File: src/rtl/csrw_pkg.sv
package csrw_pkg;
   localparam int WORD_W = 32;
   localparam int LEN_W  = WORD_W - 1;

   typedef struct packed {
      logic             is_run;
      logic [LEN_W-1:0] len;
   } csr_word_t;
endpackage

File: src/rtl/csrw_decode.sv
module csrw_decode
   import csrw_pkg::*;
#(
   parameter int DEPTH = 16,
   parameter int AW    = 4,
   parameter int ROW_W = 5
) (
   input  logic             clk,
   input  logic             rst_n,
   input  logic             in_fire,
   input  csr_word_t        in_word,
   input  logic             in_eob,
   output logic             rd_valid,
   output logic [AW-1:0]    rd_row,
   output logic [LEN_W-1:0] rd_nnz,
   output logic [ROW_W-1:0] nrows
);
   logic [ROW_W-1:0] row_cnt;
   logic [LEN_W:0]   step;
   logic [LEN_W:0]   nxt;

   // one adder serves both a single row and a whole run
   always_comb begin
      step = in_word.is_run ? {1'b0, in_word.len} : (LEN_W+1)'(1);
      nxt  = (LEN_W+1)'(row_cnt) + step;
   end

   always_ff @(posedge clk) begin
      if (!rst_n) begin
         rd_valid <= 1'b0;
         rd_row   <= '0;
         rd_nnz   <= '0;
         row_cnt  <= '0;
         nrows    <= '0;
      end else begin
         rd_valid <= in_fire && !in_word.is_run;
         if (in_fire) begin
            if (!in_word.is_run) begin
               rd_row <= row_cnt[AW-1:0];
               rd_nnz <= in_word.len;
            end
            if (in_eob) begin
               nrows   <= nxt[ROW_W-1:0];
               row_cnt <= '0;
            end else begin
               row_cnt <= nxt[ROW_W-1:0];
            end
         end
      end
   end

   AST_DESC_FROM_ROW: assert property (@(posedge clk) disable iff (!rst_n)
      rd_valid |-> $past(in_fire && !in_word.is_run));
   AST_RUN_SILENT: assert property (@(posedge clk) disable iff (!rst_n)
      (in_fire && in_word.is_run) |=> !rd_valid);
   AST_ROW_BOUND: assert property (@(posedge clk) disable iff (!rst_n)
      in_fire |-> (nxt <= (LEN_W+1)'(DEPTH)));
endmodule

File: src/rtl/csrw_accum.sv
module csrw_accum #(
   parameter int DEPTH = 16,
   parameter int DW    = 32,
   parameter int AW    = 4,
   parameter int ROW_W = 5
) (
   input  logic             clk,
   input  logic             rst_n,
   input  logic             psum_valid,
   input  logic [AW-1:0]    psum_addr,
   input  logic [DW-1:0]    psum_data,
   input  logic             drain_start,
   input  logic [ROW_W-1:0] nrows,
   output logic             draining,
   output logic             out_valid,
   output logic [AW-1:0]    out_row,
   output logic [DW-1:0]    out_data,
   output logic             out_last
);
   logic [DW-1:0]    mem [DEPTH];
   logic [DEPTH-1:0] filled;
   logic [AW-1:0]    dptr;
   logic             at_end;
   logic             clr;
   logic [DW-1:0]    acc_old;
   logic [DW-1:0]    acc_new;

   assign at_end  = (ROW_W'(dptr) + ROW_W'(1)) == nrows;
   assign clr     = draining && at_end;
   assign acc_old = filled[psum_addr] ? mem[psum_addr] : '0;
   assign acc_new = acc_old + psum_data;

   always_ff @(posedge clk) begin
      if (psum_valid) mem[psum_addr] <= acc_new;
   end

   // per-entry flags: a clear costs one cycle, not DEPTH writes
   always_ff @(posedge clk) begin
      if (!rst_n)          filled <= '0;
      else if (clr)        filled <= '0;
      else if (psum_valid) filled[psum_addr] <= 1'b1;
   end

   always_ff @(posedge clk) begin
      if (!rst_n) begin
         draining  <= 1'b0;
         dptr      <= '0;
         out_valid <= 1'b0;
         out_row   <= '0;
         out_data  <= '0;
         out_last  <= 1'b0;
      end else begin
         out_valid <= draining;
         out_last  <= clr;
         if (draining) begin
            out_row  <= dptr;
            out_data <= filled[dptr] ? mem[dptr] : '0;
            if (at_end) draining <= 1'b0;
            else        dptr     <= dptr + AW'(1);
         end else if (drain_start && nrows != '0) begin
            draining <= 1'b1;
            dptr     <= '0;
         end
      end
   end

   AST_DRAIN_STOPS: assert property (@(posedge clk) disable iff (!rst_n)
      (out_valid && out_last) |=> !out_valid);
   AST_DRAIN_ORDER: assert property (@(posedge clk) disable iff (!rst_n)
      (out_valid && !out_last) |=> (out_valid && out_row == $past(out_row) + AW'(1)));
   AST_FRESH_AFTER_DRAIN: assert property (@(posedge clk) disable iff (!rst_n)
      (out_valid && out_last) |-> (filled == '0));
endmodule

File: src/rtl/csr_row_walker.sv
module csr_row_walker
   import csrw_pkg::*;
#(
   parameter int DEPTH = 16,
   parameter int DW    = 32,
   localparam int AW    = (DEPTH > 1) ? $clog2(DEPTH) : 1,
   localparam int ROW_W = $clog2(DEPTH + 1)
) (
   input  logic              clk,
   input  logic              rst_n,
   input  logic              in_valid,
   output logic              in_ready,
   input  logic [WORD_W-1:0] in_word,
   input  logic              in_eob,
   output logic              rd_valid,
   output logic [AW-1:0]     rd_row,
   output logic [LEN_W-1:0]  rd_nnz,
   input  logic              psum_valid,
   input  logic [AW-1:0]     psum_addr,
   input  logic [DW-1:0]     psum_data,
   input  logic              drain_start,
   output logic              out_valid,
   output logic [AW-1:0]     out_row,
   output logic [DW-1:0]     out_data,
   output logic              out_last
);
   initial begin
      assert (DEPTH >= 2) else $error("csr_row_walker: DEPTH must be at least 2");
      assert (DW >= 1)    else $error("csr_row_walker: DW must be positive");
   end

   logic             draining;
   logic             in_fire;
   logic [ROW_W-1:0] nrows;
   csr_word_t        word;

   assign in_ready = !draining;
   assign in_fire  = in_valid && in_ready;
   assign word     = csr_word_t'(in_word);

   csrw_decode #(.DEPTH(DEPTH), .AW(AW), .ROW_W(ROW_W)) u_decode (
      .clk      (clk),
      .rst_n    (rst_n),
      .in_fire  (in_fire),
      .in_word  (word),
      .in_eob   (in_eob),
      .rd_valid (rd_valid),
      .rd_row   (rd_row),
      .rd_nnz   (rd_nnz),
      .nrows    (nrows)
   );

   csrw_accum #(.DEPTH(DEPTH), .DW(DW), .AW(AW), .ROW_W(ROW_W)) u_accum (
      .clk         (clk),
      .rst_n       (rst_n),
      .psum_valid  (psum_valid),
      .psum_addr   (psum_addr),
      .psum_data   (psum_data),
      .drain_start (drain_start),
      .nrows       (nrows),
      .draining    (draining),
      .out_valid   (out_valid),
      .out_row     (out_row),
      .out_data    (out_data),
      .out_last    (out_last)
   );

   AST_HOLD_IN_DRAIN: assert property (@(posedge clk) disable iff (!rst_n)
      (out_valid && !out_last) |-> !in_ready);
   AST_NO_DESC_IN_DRAIN: assert property (@(posedge clk) disable iff (!rst_n)
      (!in_ready) |=> !rd_valid);
endmodule

File: config.mk
export PLATFORM = sky130hd
export DESIGN_NAME = csr_row_walker
export DESIGN_NICKNAME = d
export VERILOG_FILES = /design/src/rtl/csrw_pkg.sv /design/src/rtl/csrw_decode.sv /design/src/rtl/csrw_accum.sv /design/src/rtl/csr_row_walker.sv
export SDC_FILE = /design/constraint.sdc
export NUM_CORES = 1
export LEC_CHECK = 0
export BUFFER_PORTS_ARGS = -buffer_cell sky130_fd_sc_hd__buf_4
export CAP_MARGIN = 20
export CORE_AREA = 2 2 272 274
export DETAILED_ROUTE_END_ITERATION = 8
export DIE_AREA = 0 0 274 276
export PLACE_DENSITY = 0.58
export SETUP_SLACK_MARGIN = 0.02
export SYNTH_ARGS = -nofsm -noshare
export SYNTH_HDL_FRONTEND = slang
export SYNTH_SLANG_ARGS = --single-unit
File: constraint.sdc
create_clock -name clk -period 8.8 [get_ports clk]
set_input_delay 2.64 -clock clk [delete_from_list [all_inputs] [get_ports clk]]
set_output_delay 2.64 -clock clk [all_outputs]
set_load 0.005 [all_outputs]
After elaboration in Yosys (flattened, before gate mapping) --
Memory sizes are Yosys's and may differ from the RTL's. A register that Yosys moved wholly into a read port is not among the register bits. Index checks and enable logic that the tools add are counted.
Cells by class: divide/modulo/power cells 0, multipliers 0, shifts and indexed selects 0, magnitude comparators 3, $add $sub $neg 4, reduce and logical (&&, ||, !) cells 13, eq/ne operators 2, bitwise operators 3, muxes and demuxes 20
Operator list (number):
- two-way mux 32 bit | 2
- adder 32 bit | 1
- two-way mux 4 bit | 5
- bitwise OR 16 bit | 1
- less-than comparator 4 x 5 -> 1 bit (second input constant) | 2
- two-way mux 5 bit | 2
- binary-select mux 1 bit (select 4 bit) | 2
- two-way mux 1 bit | 8
- AND reduction 2 bit | 3
- adder 4 x 1 -> 5 bit (second input constant) | 1
- adder 5 bit | 1
- == test 5 bit | 1
- logical AND 1 bit | 5
- nonzero test 5 bit | 1
- adder 4 x 1 -> 4 bit (second input constant) | 1
- demux 1 bit (select 4 bit) | 1
- greater-or-equal comparator 4 x 1 -> 1 bit (second input constant) | 1
- logical NOT 1 bit | 2
- != test 2 bit (second input constant) | 1
- NOT 1 bit | 2
- nonzero test 2 bit | 1
- OR reduction 2 bit | 1
Word-level totals: register bits 105, input bits 74, bits in latches 0, RAM bits 512, memories kept 1, bits in read-only memories 0, logic and storage cells 58, output and inout bits 75
Memory list:
- u_accum.mem | depth 16, bits a word 32, read ports 2, clocked after Yosys merged registers in 1, wr ports 1, RTL line csrw_accum.sv:20 | logic [DW-1:0] mem [DEPTH];

Logic depth before layout (Yosys ltp) --
Gate-level depths: netlist of run 1.
depth in word-level cells 6, mapped depth 18, mapped depth without buffers 16

Hierarchy --
A second synthesis of run 1 with hierarchy kept.
Unflattened totals: cell total of the unflattened synthesis 1759, area total of the unflattened synthesis 29904.9 um2
By module, submodules not included:
- csrw_accum | cells each 1531, instances 1, seq. area each 16636.0 um2, area an instance 27809.2 um2
- csrw_decode | cells each 226, instances 1, seq. area each 920.9 um2, area an instance 2085.8 um2
- csr_row_walker | cells each 2, instances 1, seq. area each 0.0 um2, area an instance 10.0 um2

Least setup slack after synthesis of run 1 --
OpenSTA, ideal clock, no wires.
kind in2reg, from input psum_addr[0], to memory u_accum.mem[0][31] (data pin), slack 1.874 ns, setup time 0.297 ns, required time 8.503 ns, stages 15, buffers on the path 3, data arrival time 6.629 ns, path through buf_4 buf_2 buf_2 mux4_2 mux4_2 nor2b_1 ha_1 clkinv_1 a21oi_1 a311oi_4 o31ai_4 a41o_1 a2bb2oi_1 a221oi_2 xnor2_1
Between the ends: longest elaborated chain between the ends 4, elaborated cells on any way between the ends 5, classes of those cells 1 x add/sub; 3 x mux; 1 x memory
Ends and longest elaborated chain:
- from (decl) | RTL line csr_row_walker.sv:19 | input logic [AW-1:0] psum_addr,
- binary-select mux 1 bit (select 4 bit) | RTL line csrw_accum.sv:30 | assign acc_old = filled[psum_addr] ? mem[psum_addr] : '0;
- two-way mux 1 bit (not written as such) | RTL line csrw_accum.sv:30
- two-way mux 32 bit (*) | RTL line csrw_accum.sv:30
- adder 32 bit (*) | RTL line csrw_accum.sv:31 | assign acc_new = acc_old + psum_data;
- net u_accum.acc_new[31] | RTL line csrw_accum.sv:26 | logic [DW-1:0] acc_new;
- to (decl) | RTL line csrw_accum.sv:20
Mark *: on every way through the listed nets, which the timed path passes. The rest lies on a longest branch. The select of a mux whose other input is x is not followed.

Final worst setup path of run 1 --
from input psum_addr[0], to memory u_accum.mem[14][31] (data pin)
Same word-level chain as after synthesis.

==> results of run 1 <==
[sequential cells by signal, indices dropped and copies added (netlist names), named ones only]
name,cells
u_accum.filled,16
u_accum.draining,1
u_accum.out_row,4
u_decode.nrows,5
u_accum.out_last,1
u_decode.row_cnt,5
u_decode.rd_nnz,31
u_accum.out_valid,1
u_accum.out_data,32
u_decode.rd_row,4
u_accum.dptr,4
u_decode.rd_valid,1
u_accum.mem,512
[placed cells by master, fill, tap and decap left out, types with 4 or more instances in the layout]
cell	Yosys	layout
a21boi_0	39	39
ha_1	36	36
nor3_1	9	5
a31oi_1	5	5
buf_4	1	211
o2111ai_1	32	32
and2_1	8	8
inv_1	11	11
a21oi_1	34	34
clkinv_2	0	13
xnor2_1	23	23
dfxtp_1	109	104
o21ai_0	16	16
nand2_1	155	155
a21boi_1	30	30
clkinv_1	2	8
o21ai_1	5	4
nor3_2	0	4
a21oi_2	4	4
and3_1	6	6
mux4_2	296	296
nand3_1	7	7
nor3b_1	4	4
nand3b_1	4	4
o21a_1	20	20
nor2b_1	52	52
nor2_1	30	17
clkbuf_1	76	13
edfxtp_1	512	512
mux2i_1	40	40
nand2b_1	6	6
nand4_1	6	6
clkinvlp_4	0	4
clkbuf_8	0	10
clkbuf_16	0	71
a21o_1	17	17
mux2_2	33	33
nor2_4	0	12
xor2_1	13	13
bufinv_16	0	5
[worst max path at each step]
stage                                     to  cells past startpoint    startpoint  slack (ns)
2_1_floorplan   u_accum.mem[0][31]$_DFFE_PP_                     15  psum_addr[0]        1.87
3_3_place_gp    u_accum.mem[0][30]$_DFFE_PP_                     15  psum_addr[0]        0.70
3_5_place_dp    u_accum.mem[3][30]$_DFFE_PP_                     15  psum_addr[0]        0.62
4_1_cts         u_accum.mem[2][30]$_DFFE_PP_                     15  psum_addr[0]        1.26
5_1_grt        u_accum.mem[13][31]$_DFFE_PP_                     15  psum_addr[0]        0.92
6_report       u_accum.mem[14][31]$_DFFE_PP_                     15  psum_addr[0]        1.36
[stage by stage]
stage	area (um^2)	power (mW)	hold WS [ns]	utilization	setup slack (ns)
floorplan	29500	3.97	0.452	-	1.87
global placement	31800	4.22	0.453	0.438	0.704
detailed placement	31800	4.24	0.456	0.439	0.619
CTS	34100	7.10	0.464	0.469	1.26
global route	34200	7.29	0.479	0.471	0.916
finish	34200	7.04	0.462	0.471	1.36
[cell families after synthesis]
kind of cell / synth area share
XOR/XNOR: 0.0107
adder cells (fa/ha/maj): 0.0166
buffers and inverters: 0.0196
AO/OA/AOI/OAI: 0.0579
flip-flops: 0.596
AND/OR/NAND/NOR: 0.0470
multiplexers: 0.252
[power by group through the flow]
stage	clock [mW]	sequential [mW]	combinational [mW]
finish	2.86	3.39	0.795
global route	3.04	3.40	0.859
CTS	2.92	3.39	0.785
detailed placement	0	3.46	0.784
global placement	0	3.45	0.763
floorplan	0	3.43	0.535
[worst max-delay path, cell delays in order]
cell and delay (ns):
clkbuf_8 0.46, mux4_2 0.58, mux2_2 0.30, o21ai_4 0.45, buf_4 0.42, nor2b_1 0.10
ha_1 0.40, nand2_1 0.14, o21ai_1 0.22, a31oi_1 0.12, o21ai_0 0.24, o211ai_1 0.14
a2bb2oi_1 0.37, a221oi_2 0.19, xnor2_1 0.86
[cell type report]
cell class,count,area share
sequential,621,0.514
multi-input combinational,968,0.336
clock buffer,93,0.0571
inverter,13,0.00143
clock inverter,30,0.00820
tap,959,0.0351
timing repair buffer,215,0.0483
[per-layer routing]
metal | track usage | share of wire | wire length, um | vias to the layer above
met5 | 0 | 0 | 0 | -
met1 | 0.286 | 0.41 | 33000 | 9099
met2 | 0.349 | 0.49 | 39600 | 713
met3 | 0.0351 | 0.071 | 5700 | 92
met4 | 0.0679 | 0.025 | 2040 | 0
li1 | - | - | - | 7369
==> impl_metrics.toml, run 1 <==
[outcome]
outcome = "completed"

[power]
ir_drop_mv = 0.118
p_seq_frac = 0.482
p_clk_frac = 0.406
power_switching_mw = 1.65
p_int_mw = 5.40
powerDensity_nw_per_um2 = 206
p_sw_frac = 0.234
p_leak_nw = 11.1
pwr-share-comb = 0.113

[cells_and_area]
fill_cells = 6155
syn2layout_area_growth_pct = 15.9
diodes = 0
multi_input_area_um2 = 11500
instances_no_fill = 2899
drive_gt1_frac = 0.353
nets = 2000
regArea_um2 = 17600

[sta]
finalSetupViolCount = 0
max_freq_mhz = 134
finalHoldViolCount = 0
post-route-min-period_ns = 7.44
tightest_slew_ns = 1.15
maxSlewHeadroom = 0.229
setup_tns_ns = 0
skew_ns = 0.0219
rsz0062_at_grt = "no"
post-route-period-util = 0.845
drv_slew = 0

[critical_path]
critical_path_class = "input pin to flop"
crit_required_ns = 9.05
reg2reg_slack_ns = 3.68
path_max_fanout = 43
end_kind = "flop"
r2r-start = "u_accum.filled[11]$_SDFFE_PP0P_"
r2r_end = "u_accum.mem[14][31]$_DFFE_PP_"
reg2regPathDepth = 14
critPathArrivalTime_ns = 7.68
cp-start-kind = "input pin"

[cts]
clk-insertion-delay-late_ns = 0.60
cts.path.max_buffers = 3
cts_root_buf = "clkbuf_16"
clk_pin_slew_worst_paths_ns = 0.05
cts_buffers = 69
cts_setup_buffers = 0
cts_hold_buffers = 0
clock-sinks = 621
cts-resized-gates = 0
cts.htree.levels = 3
cts_tree = "built"

[hold_path]
min_path_type = "flop to flop"
worstHoldEndpoint = "u_accum.out_data[29]$_SDFFE_PN0P_"
hold_depth = 2
min_from = "u_accum.out_data[29]$_SDFFE_PN0P_"

[floorplanning]
ios = 149
die_area_um2 = 75600
die_w_um = 274
die_y_um = 276
rows = 99
initial_core_util = 0.406
core_um2 = 72600

[synth]
synth_top_area_cell = "edfxtp_1"
synth_edf_count = 512
synthCells = 1727
synth_top_area_share = 0.522
synth_area_leaders = "edfxtp_1, mux4_2, dfxtp_1"
ys_warn_count = 0
yosys-top-cells-count = "edfxtp_1, mux4_2, nand2_1"
synth.distinct_cells = 63
synth-async-reset-ratio = 0
synth_flop_cell = "edfxtp_1"
ys_seq_elements = 621
synth_seq_area_share = 0.596
syn_nets = 1839
avgSynthCellArea_um2 = 17.1
yosysMostFrequentCell = "edfxtp_1"
synth.cell_area_um2 = 29500

[detailed_routing]
wl_per_cell_um = 27.7
ant_nets = 0
postRouteWirelength_um = 80300
num_vias = 17300
drt_iter0_drc = 1635
drt-pass1-iter-count = 5
viasPerCell = 5.96
drc = 0

[global_route]
grt_pass1_wl_um = 117000
grt_max_degree = 89
globalRouteOverflowTotal = 0
grt_use_total = 0.211
antenna_found_initial = 0
grt_pass1_vias = 17700

[placed_design]
gp_congestion = 0.798
dpl.hpwl_um = 47300
placed_cells = 2764
numPortBuffers = 148

[run]
cap_viol_max_count = 0
(Power assumes the default switching activity.)
==> run 2: changes to the inputs <==
Settings changed: ABC_AREA set to 1, CORE_AREA 2 2 272 274 to 2 2 277 279, DIE_AREA 0 0 274 276 to 0 0 279 281.
Clock period 8.8 ns to 7.1 ns, I/O delays scaled along.
==> run 2 against run 1 <==
Effect of this change: synthesized cell count increased by 95%; non-clock buffer count increased by 27; die area increased by 3.7%; setup slack got worse by 0.29 ns; global-route usage increased by 6.3 points; total power increased by 21%; count of clock-buffer cells in the layout increased by 3; flip-flop and latch count unchanged; combinational power increased by 24%.
==> impl_metrics.toml, run 2 <==
[synth]
yosysMostFrequentCell = "nand2_1"
ys_seq_elements = 621
synth_flop_cell = "edfxtp_1"
syn_nets = 3488
synthCells = 3376
synth-async-reset-ratio = 0
synth_edf_count = 512
synth_top_area_share = 0.500
synth.distinct_cells = 42
synth.cell_area_um2 = 30700
yosys-top-cells-count = "nand2_1, edfxtp_1, nor2_1"
ys_warn_count = 0
synth_area_leaders = "edfxtp_1, nand2_1, dfxtp_1"
synth_top_area_cell = "edfxtp_1"
synth_seq_area_share = 0.571
avgSynthCellArea_um2 = 9.11

[sta]
tightest_slew_ns = 1.16
finalHoldViolCount = 0
finalSetupViolCount = 0
setup_tns_ns = 0
skew_ns = 0.0240
post-route-period-util = 0.849
holdWs_ns = 0.459
rsz0062_at_grt = "no"
max_freq_mhz = 166
post-route-min-period_ns = 6.03
maxSlewHeadroom = 0.226
drv_slew = 0

[power]
powerDensity_nw_per_um2 = 242
p_int_mw = 6.32
p_clk_frac = 0.406
p_sw_frac = 0.260
power_mw = 8.54
power_switching_mw = 2.22
p_seq_frac = 0.478
ir_drop_mv = 0.172
p_leak_nw = 13.6
pwr-share-comb = 0.115

[cells_and_area]
fin_area_um2 = 35300
final_cell_mix = "nand2_1, edfxtp_1, nor2_1"
nets = 3598
largestRegisters = "u_accum.mem (512), u_accum.out_data (32), u_decode.rd_nnz (31)"
instances_no_fill = 4516
syn2layout_area_growth_pct = 14.8
drive_gt1_frac = 0.107
largest-register = "u_accum.mem"
fill_cells = 7195
largest_reg_flops = 512
final_common_cell = "nand2_1"

[critical_path]
path_depth = 22
reg2reg_slack_ns = 3.14
slowest_stage = "inv_4"
critPathBufInv = 6
cp_slowest_stage_delay_ns = 0.64
path_delay_family = "buffers and inverters"
worstPathCellList = "buf_4, inv_2, nand2_4, inv_4, buf_12, buf_4, nand2_1, o21ai_0, o21ai_1, nand3_1, a21oi_1, nor2_1, ha_1, a21oi_1, inv_1, nor2_1, nand2_1, nand2_1, nand2_1, a21oi_1, nand3_1, nand2_1"
critical_path_class = "input pin to flop"
end_kind = "flop"
crit_required_ns = 7.44
path_max_fanout = 55
cp-start-kind = "input pin"
timing.critical_path.mode_cell = "nand2_1"
reg2regPathDepth = 21
critPathArrivalTime_ns = 6.37

[global_route]
use_met3 = 0.0564
grt_pass1_vias = 24400
grt_pass1_wl_um = 159000
grt_use_total = 0.274
grt.busiest_layer = "met2"
grt_util_met2 = 0.422
grt_max_degree = 177
globalRouteOverflowTotal = 0
use_met1 = 0.380
antenna_found_initial = 3

[hold_path]
min_path_type = "flop to flop"
hold_depth = 2

[cts]
cts_buffers = 70
clk_pin_slew_worst_paths_ns = 0.06
cts-resized-gates = 0
cts_tree = "built"
clock-sinks = 621
cts.path.max_buffers = 3
cts_hold_buffers = 0
cts_setup_buffers = 0
cts_root_buf = "clkbuf_16"
cts.htree.levels = 3
clk-insertion-delay-late_ns = 0.62

[detailed_routing]
viasPerCell = 5.81
drt_iter0_drc = 3284
num_vias = 26200
postRouteWirelength_um = 109000
drc = 0
drt-pass1-iter-count = 6
wl_per_cell_um = 24.1
ant_nets = 0

[floorplanning]
die_area_um2 = 78400
rows = 101
initial_core_util = 0.407
die_w_um = 279
die_y_um = 281
ios = 149
core_um2 = 75400

[run]
cap_viol_max_count = 0

[placed_design]
placed_cells = 4389
place_area_um2 = 33100
gp_congestion = 0.951
numPortBuffers = 148
dpl.hpwl_um = 65400

[outcome]
outcome = "completed"
==> run 2: cell count changes after synthesis, sizes merged, moves of 200 or more <==
cell / previous run / this run
inv: 11 / 284
o21ai: 21 / 221
nand2: 156 / 692
mux4: 296 / 0
nand3: 7 / 365
nor2: 30 / 409
==> run 2: cell families (layout without fill, tap and decap cells) <==
logic type | Yosys count | count (layout) | synth area share
flops | 621 | 621 | 0.571
buf+inv | 491 | 652 | 0.0649
xor+xnor | 29 | 29 | 0.00826
compound gates | 691 | 691 | 0.137
simple gates | 1506 | 1506 | 0.203
other cells | 0 | 1 | 0
fa+ha+maj | 38 | 38 | 0.0160
==> run 2: path summary, 6_finish.rpt <==
kind	startpoint	end
max reg2reg	u_accum.filled[0]$_SDFFE_PP0P_	u_accum.mem[7][22]$_DFFE_PP_
min reg2reg	u_decode.rd_row[3]$_SDFFE_PN0P_	u_decode.rd_row[3]$_SDFFE_PN0P_
max	psum_addr[0]	u_accum.mem[12][31]$_DFFE_PP_
min	u_decode.rd_row[3]$_SDFFE_PN0P_	u_decode.rd_row[3]$_SDFFE_PN0P_
==> run 2: area by class of cell <==
type                            count  area [um^2]  area share
Sequential cell                   621        17600       0.498
Multi-Input combinational cell   2264        11300       0.321
Clock inverter                     27          223     0.00631
Inverter                          287         1100      0.0311
Timing Repair Buffer              242         1940      0.0549
Tap cell                          978         1220      0.0347
Antenna cell                        1         2.50   0.0000709
Clock buffer                       96         1920      0.0545
==> run 2: layer usage <==
layer  wire, um  vias to the layer above
li1           -                    12000
met1      45400                    12600
met2      48200                     1462
met3      11800                      220
met4       3570                        2
met5         13                        -
==> run 2: worst register-to-register path: cells and delay by family (launching register included) <==
kind,cells,cell delay (ns)
adders and majority gates,2,0.72
buffers and inverters,4,0.45
AOI/OAI and AO/OA,2,0.36
DFF,1,0.30
and+or+nand+nor,13,1.66
==> run 2: power by group through the flow <==
stage                     registers [mW]  clock network, mW  logic, mW
after global routing                4.09               3.66       1.07
final                               4.09               3.47      0.985
after detailed placement            4.16                  0      0.964
after floorplan                     4.13                  0      0.591
after global placement              4.16                  0      0.957
after CTS                           4.09               3.52      0.968
==> run 2: stage by stage <==
stage	setup WS [ns]	util
2_1_floorplan	1.87	-
3_3_place_gp	0.652	0.439
3_5_place_dp	0.570	0.439
4_1_cts	1.20	0.468
5_1_grt	0.840	0.468
6_report	1.07	0.468
